## config.mk

```make
export PLATFORM = sky130hd
export DESIGN_NAME = wt_store_buffer
export DESIGN_NICKNAME = d
export VERILOG_FILES = /design/src/rtl/wtsb_pkg.sv /design/src/rtl/wtsb_queue.sv /design/src/rtl/wtsb_ld_match.sv /design/src/rtl/wt_store_buffer.sv
export SDC_FILE = /design/constraint.sdc
export NUM_CORES = 1
export LEC_CHECK = 0
export CAP_MARGIN = 30
export CORE_MARGIN = 2
export CORE_UTILIZATION = 60
export DETAILED_ROUTE_END_ITERATION = 6
export DONT_BUFFER_PORTS = 1
export HOLD_SLACK_MARGIN = 0.03
export PLACE_DENSITY = 0.76
export SLEW_MARGIN = 20
export SYNTH_ARGS = -nofsm -noshare
export SYNTH_HDL_FRONTEND = slang
export SYNTH_HIERARCHICAL = 1
export SYNTH_SLANG_ARGS = --single-unit
```

## constraint.sdc

```tcl
create_clock -name clk -period 4.1 [get_ports clk]
set_clock_uncertainty 0.15 [all_clocks]
set_input_delay 0 -clock clk [delete_from_list [all_inputs] [get_ports clk]]
set_output_delay 0 -clock clk [all_outputs]
set_load 0.1 [all_outputs]
```

## src/rtl/wtsb_pkg.sv

```systemverilog
package wtsb_pkg;

  // Next slot index in a circular queue of the given depth.
  function automatic int unsigned slot_next(input int unsigned cur, input int unsigned depth);
    return (cur + 1 >= depth) ? 0 : cur + 1;
  endfunction

  // Word-granular form of a byte address: drop the byte offset bits.
  function automatic logic [63:0] word_of(input logic [63:0] byte_addr, input int unsigned off_bits);
    return byte_addr >> off_bits;
  endfunction

endpackage

```

## src/rtl/wtsb_queue.sv

```systemverilog
module wtsb_queue #(
  parameter int ADDR_W = 32,
  parameter int DATA_W = 32,
  parameter int DEPTH  = 4,
  localparam int BE_W  = DATA_W / 8,
  localparam int PTR_W = (DEPTH > 1) ? $clog2(DEPTH) : 1,
  localparam int CNT_W = $clog2(DEPTH + 1)
) (
  input  logic                    clk,
  input  logic                    rst_n,
  input  logic                    push,
  input  logic [ADDR_W-1:0]       push_addr,
  input  logic [DATA_W-1:0]       push_data,
  input  logic [BE_W-1:0]         push_be,
  input  logic                    pop,
  output logic                    head_vld,
  output logic [ADDR_W-1:0]       head_addr,
  output logic [DATA_W-1:0]       head_data,
  output logic [BE_W-1:0]         head_be,
  output logic                    full,
  output logic [CNT_W-1:0]        count,
  output logic [DEPTH-1:0]        slot_vld,
  output logic [DEPTH*ADDR_W-1:0] slot_addr
);
  import wtsb_pkg::*;

  logic [ADDR_W-1:0] addr_q [DEPTH];
  logic [DATA_W-1:0] data_q [DEPTH];
  logic [BE_W-1:0]   be_q   [DEPTH];
  logic [DEPTH-1:0]  vld_q;
  logic [PTR_W-1:0]  wr_ptr, rd_ptr;
  logic [CNT_W-1:0]  cnt_q;

  always_ff @(posedge clk or negedge rst_n) begin
    if (!rst_n) begin
      wr_ptr <= '0;
      rd_ptr <= '0;
      cnt_q  <= '0;
      vld_q  <= '0;
    end else begin
      if (pop) begin
        vld_q[rd_ptr] <= 1'b0;
        rd_ptr <= PTR_W'(slot_next(32'(rd_ptr), DEPTH));
      end
      if (push) begin
        vld_q[wr_ptr] <= 1'b1;
        wr_ptr <= PTR_W'(slot_next(32'(wr_ptr), DEPTH));
      end
      cnt_q <= cnt_q + CNT_W'(push) - CNT_W'(pop);
    end
  end

  always_ff @(posedge clk) begin
    if (push) begin
      addr_q[wr_ptr] <= push_addr;
      data_q[wr_ptr] <= push_data;
      be_q[wr_ptr]   <= push_be;
    end
  end

  genvar gi;
  generate
    for (gi = 0; gi < DEPTH; gi++) begin : g_flat
      assign slot_addr[gi*ADDR_W +: ADDR_W] = addr_q[gi];
    end
  endgenerate

  assign slot_vld  = vld_q;
  assign count     = cnt_q;
  assign full      = (cnt_q == CNT_W'(DEPTH));
  assign head_vld  = (cnt_q != '0);
  assign head_addr = addr_q[rd_ptr];
  assign head_data = data_q[rd_ptr];
  assign head_be   = be_q[rd_ptr];

  // No slot is written while full unless the head leaves in the same cycle.
  assert_no_overflow_R5: assert property (@(posedge clk) disable iff (!rst_n)
    (full && push) |-> pop);

  // Nothing is removed from an empty queue.
  assert_no_underflow_R4: assert property (@(posedge clk) disable iff (!rst_n)
    !head_vld |-> !pop);

  // The valid vector tracks the occupancy count.
  assert_count_match_R2: assert property (@(posedge clk) disable iff (!rst_n)
    $countones(vld_q) == 32'(cnt_q));

endmodule

```

## src/rtl/wtsb_ld_match.sv

```systemverilog
module wtsb_ld_match #(
  parameter int ADDR_W     = 32,
  parameter int DATA_W     = 32,
  parameter int DEPTH      = 4,
  parameter bit LOAD_CHECK = 1'b1,
  localparam int OFF_W     = $clog2(DATA_W / 8)
) (
  input  logic                    clk,
  input  logic                    rst_n,
  input  logic                    ld_valid,
  input  logic [ADDR_W-1:0]       ld_addr,
  input  logic [DEPTH-1:0]        slot_vld,
  input  logic [DEPTH*ADDR_W-1:0] slot_addr,
  output logic                    ld_stall
);
  import wtsb_pkg::*;

  logic [DEPTH-1:0] hit_vec;
  logic             any_hit;

  genvar gi;
  generate
    for (gi = 0; gi < DEPTH; gi++) begin : g_cmp
      assign hit_vec[gi] = slot_vld[gi] &&
        (word_of(64'(slot_addr[gi*ADDR_W +: ADDR_W]), OFF_W) == word_of(64'(ld_addr), OFF_W));
    end
  endgenerate

  assign any_hit  = |hit_vec;
  assign ld_stall = LOAD_CHECK && ld_valid && any_hit;

  // A load stall never appears without a load request.
  assert_ld_gate_R8: assert property (@(posedge clk) disable iff (!rst_n)
    !ld_valid |-> !ld_stall);

  // A stall implies at least one pending slot.
  assert_ld_needs_entry_R8: assert property (@(posedge clk) disable iff (!rst_n)
    ld_stall |-> (slot_vld != '0));

endmodule

```

## src/rtl/wt_store_buffer.sv

```systemverilog
module wt_store_buffer #(
  parameter int ADDR_W     = 32,
  parameter int DATA_W     = 32,
  parameter int DEPTH      = 4,
  parameter bit LOAD_CHECK = 1'b1,
  localparam int BE_W      = DATA_W / 8,
  localparam int CNT_W     = $clog2(DEPTH + 1)
) (
  input  logic              clk,
  input  logic              rst_n,
  input  logic              st_valid,
  input  logic [ADDR_W-1:0] st_addr,
  input  logic [DATA_W-1:0] st_data,
  input  logic [BE_W-1:0]   st_be,
  output logic              st_stall,
  input  logic              ld_valid,
  input  logic [ADDR_W-1:0] ld_addr,
  output logic              ld_stall,
  output logic              mem_req,
  output logic [ADDR_W-1:0] mem_addr,
  output logic [DATA_W-1:0] mem_data,
  output logic [BE_W-1:0]   mem_be,
  input  logic              mem_ack
);

  logic                    accept_ev;
  logic                    retire_ev;
  logic                    full;
  logic [CNT_W-1:0]        count;
  logic [DEPTH-1:0]        slot_vld;
  logic [DEPTH*ADDR_W-1:0] slot_addr;

  assign retire_ev = mem_req && mem_ack;
  assign st_stall  = full && !retire_ev;
  assign accept_ev = st_valid && !st_stall;

  wtsb_queue #(.ADDR_W(ADDR_W), .DATA_W(DATA_W), .DEPTH(DEPTH)) u_queue (
    .clk       (clk),
    .rst_n     (rst_n),
    .push      (accept_ev),
    .push_addr (st_addr),
    .push_data (st_data),
    .push_be   (st_be),
    .pop       (retire_ev),
    .head_vld  (mem_req),
    .head_addr (mem_addr),
    .head_data (mem_data),
    .head_be   (mem_be),
    .full      (full),
    .count     (count),
    .slot_vld  (slot_vld),
    .slot_addr (slot_addr)
  );

  wtsb_ld_match #(.ADDR_W(ADDR_W), .DATA_W(DATA_W), .DEPTH(DEPTH), .LOAD_CHECK(LOAD_CHECK)) u_match (
    .clk       (clk),
    .rst_n     (rst_n),
    .ld_valid  (ld_valid),
    .ld_addr   (ld_addr),
    .slot_vld  (slot_vld),
    .slot_addr (slot_addr),
    .ld_stall  (ld_stall)
  );

  // First cycle out of reset: nothing is requested.
  assert_reset_idle_R1: assert property (@(posedge clk) disable iff (!rst_n)
    $rose(rst_n) |-> (!mem_req && !st_stall));

  // An unacknowledged request holds its fields.
  assert_req_hold_R3: assert property (@(posedge clk) disable iff (!rst_n)
    (mem_req && !mem_ack) |=> (mem_req && $stable(mem_addr) && $stable(mem_data) && $stable(mem_be)));

  // Occupancy never drops without a completed handshake.
  assert_retire_on_ack_R4: assert property (@(posedge clk) disable iff (!rst_n)
    !retire_ev |=> (count >= $past(count)));

  // A retiring cycle never stalls the store port.
  assert_no_false_stall_R6: assert property (@(posedge clk) disable iff (!rst_n)
    retire_ev |-> !st_stall);

  // A store into an empty queue is requested on the next cycle.
  assert_empty_fill_R9: assert property (@(posedge clk) disable iff (!rst_n)
    (!mem_req && st_valid) |=> mem_req);

endmodule

```

==> results.ini <==
[clocking]
cts_sinks=283
numCtsBuffers=27
path_clk_slew_ps=60
ctsHoldBuffers=91
clockBufferDepth=3
h-tree-depth=1
post_cts_buffers=0
cts_resized=0
insertion_delay_ps=520
cts_root_buf=clkbuf_16
cts_tree=done

[route]
drc_errors=0
drtPass1Iterations=4
viasPerCell=6.024
wl_um=25360
first_iter_violations=357
vias=5879
post_drt_wl_per_cell_um=25.98
ant_nets=0

[sta]
setup_viol=0
max_freq_mhz=347.2
slew_viol_final=0
relSlewSlack_pct=55.36
period_needed_ps=2880
fin_crit_sh_pct=70.24
final.setup.tns_ps=0
worst_pin_slew_ps=663.4
hold_violations=0
grt_setup_unrepaired=false

[layout]
area_growth_pct=16.79
drive_above_1_share_pct=18.17
final_nets=807

[synth]
synth_commonest_cells=edfxtp_1 (272), xnor2_1 (74), mux4_2 (68)
synth_ff_type=edfxtp_1
yosysMostFrequentCell=edfxtp_1
synth_top_cells_by_area=edfxtp_1 (68%), mux4_2 (13%), xnor2_1 (5.4%)
yosysSeqAreaShare_pct=70.78
synth_largest_area_cell=edfxtp_1
synthArstFlopShare_pct=3.887
ys_types=27
ys_ff_latch=283
ys_warn_count=6
syn-cell-area_mm2=0.01193
yosysTopAreaCellShare_pct=68.47
syn_avg_cell_area_um2=20.57
synth_edf_count=272
syn_nets=697
syn_inst=580

[worst_setup_path]
critPathMaxStageDelay_ps=870
slowest_stage=mux4_2
start_kind=register
path_cells=buf_4, mux4_2
cp.required_ps=3950
worstPathArrival_ps=2730
end_kind=output pin
cp_max_fo=30
timing_worst_setup_path_type=reg -> out

[die]
core_area_mm2=0.01946
fp.dieH_um=145
die_area_mm2=0.02103
start_util_pct=61.29
io_pins=176
die-width_um=145
rows=51

[placed_design]
port_buffers=0
dp_hpwl_um=16240
globalplace.congestion=0.8820

[global_route]
antenna_found_initial=1
grt_max_degree=47
grt_pass1_vias=6230
grt_use_total_pct=24.48
grt-ovfl-total=0
grt_pass1_wl_um=38580

[flow_run]
maxCapViolations=0

[outcome]
status=finished clean

[min_path]
hp-class=in -> reg

-- worst paths after layout --
path	from	endpoint	slack, ps	cells after the start
max in group asynchronous	rst_n	u_queue/rd_ptr[0]	3120	2
min	st_addr[18]	u_queue/addr_q[2][18]	50	1
min in group asynchronous	rst_n	u_queue/rd_ptr[1]	280	2
max reg2reg	u_queue/count[1]	u_queue/wr_ptr[0]	1380	7
min reg2reg	u_queue/slot_vld[0]	u_queue/slot_vld[0]	350	1
max	u_queue/rd_ptr[0]	mem_data[31]	1220	2
-- layout make-up --
type                       count  area, um^2
antenna                        1       2.502
clock buffer                  32       694.4
clock inverter                17       112.6
fill                        1146        5530
inverter                       9       33.78
multi-input combinational    268        3221
sequential                   283        8451
tap                          265       331.6
timing repair buffer         101        1086
-- state kept, by name, summed over array words and instances, names as in the netlist --
name,count
u_queue/slot_vld,4
u_queue/addr_q,128
u_queue/data_q,128
u_queue/rd_ptr,2
u_queue/count,3
u_queue/be_q,16
u_queue/wr_ptr,2
-- logic make-up after synthesis --
group / after synthesis / share of synthesized area, %
DFF: 283 / 70.78
xor gates and xnor gates: 122 / 9.241
muxes: 68 / 12.84
and+or+nand+nor: 56 / 2.864
buffers and inverters: 29 / 2.307
adders and majority gates: 12 / 1.322
AOI/OAI and AO/OA: 10 / 0.6504
-- placed cells by master (no fill, tap or decap), drive strengths merged --
| cell type | n |
|---|---|
| a21o | 4 |
| nand2 | 6 |
| diode | 1 |
| ha | 11 |
| buf | 10 |
| clkbuf | 32 |
| and2 | 5 |
| or3b | 2 |
| nor2b | 1 |
| clkinv | 13 |
| xnor2 | 77 |
| a21boi | 1 |
| nor4 | 16 |
| xor2 | 45 |
| fa | 1 |
| edfxtp | 272 |
| or3 | 1 |
| o21ai | 4 |
| nand4 | 24 |
| bufinv | 1 |
| mux4 | 68 |
| nor3b | 1 |
| clkinvlp | 2 |
| a41oi | 1 |
| dlygate4sd3 | 91 |
| dfrtp | 11 |
| inv | 10 |
-- critical path, delay by kind of cell (launching register included) --
kind	cells	cell delay, ps
buf+inv	1	560
flops	1	720
mux	1	870
-- routing by layer --
layer | routed length, um | vias up | GRT usage (%)
li1 | - | 2548 | -
met1 | 9362 | 3007 | 31.07
met2 | 13000 | 279 | 41.93
met3 | 2428 | 45 | 7.296
met4 | 568 | 0 | 6.040
met5 | 0 | - | 0
-- per-stage QoR --
stage | instance area [um^2] | setup WS [ps] | util (%) | std cells | hold slack (ps)
global placement | 12070 | 1263 | 62.04 | 830 | -445.3
finish | 13930 | 1220 | 71.58 | 976 | 45.86
floorplan | 11930 | 356.3 | - | 580 | -445.6
CTS | 13930 | 1116 | 71.57 | 975 | 30.12
detailed placement | 12210 | 1316 | 62.75 | 835 | -445.4
global route | 13930 | 1044 | 71.57 | 975 | 31.67
Power is not shown: default switching activity piles up to over one toggle a cycle in this logic, so the estimate is an artifact.
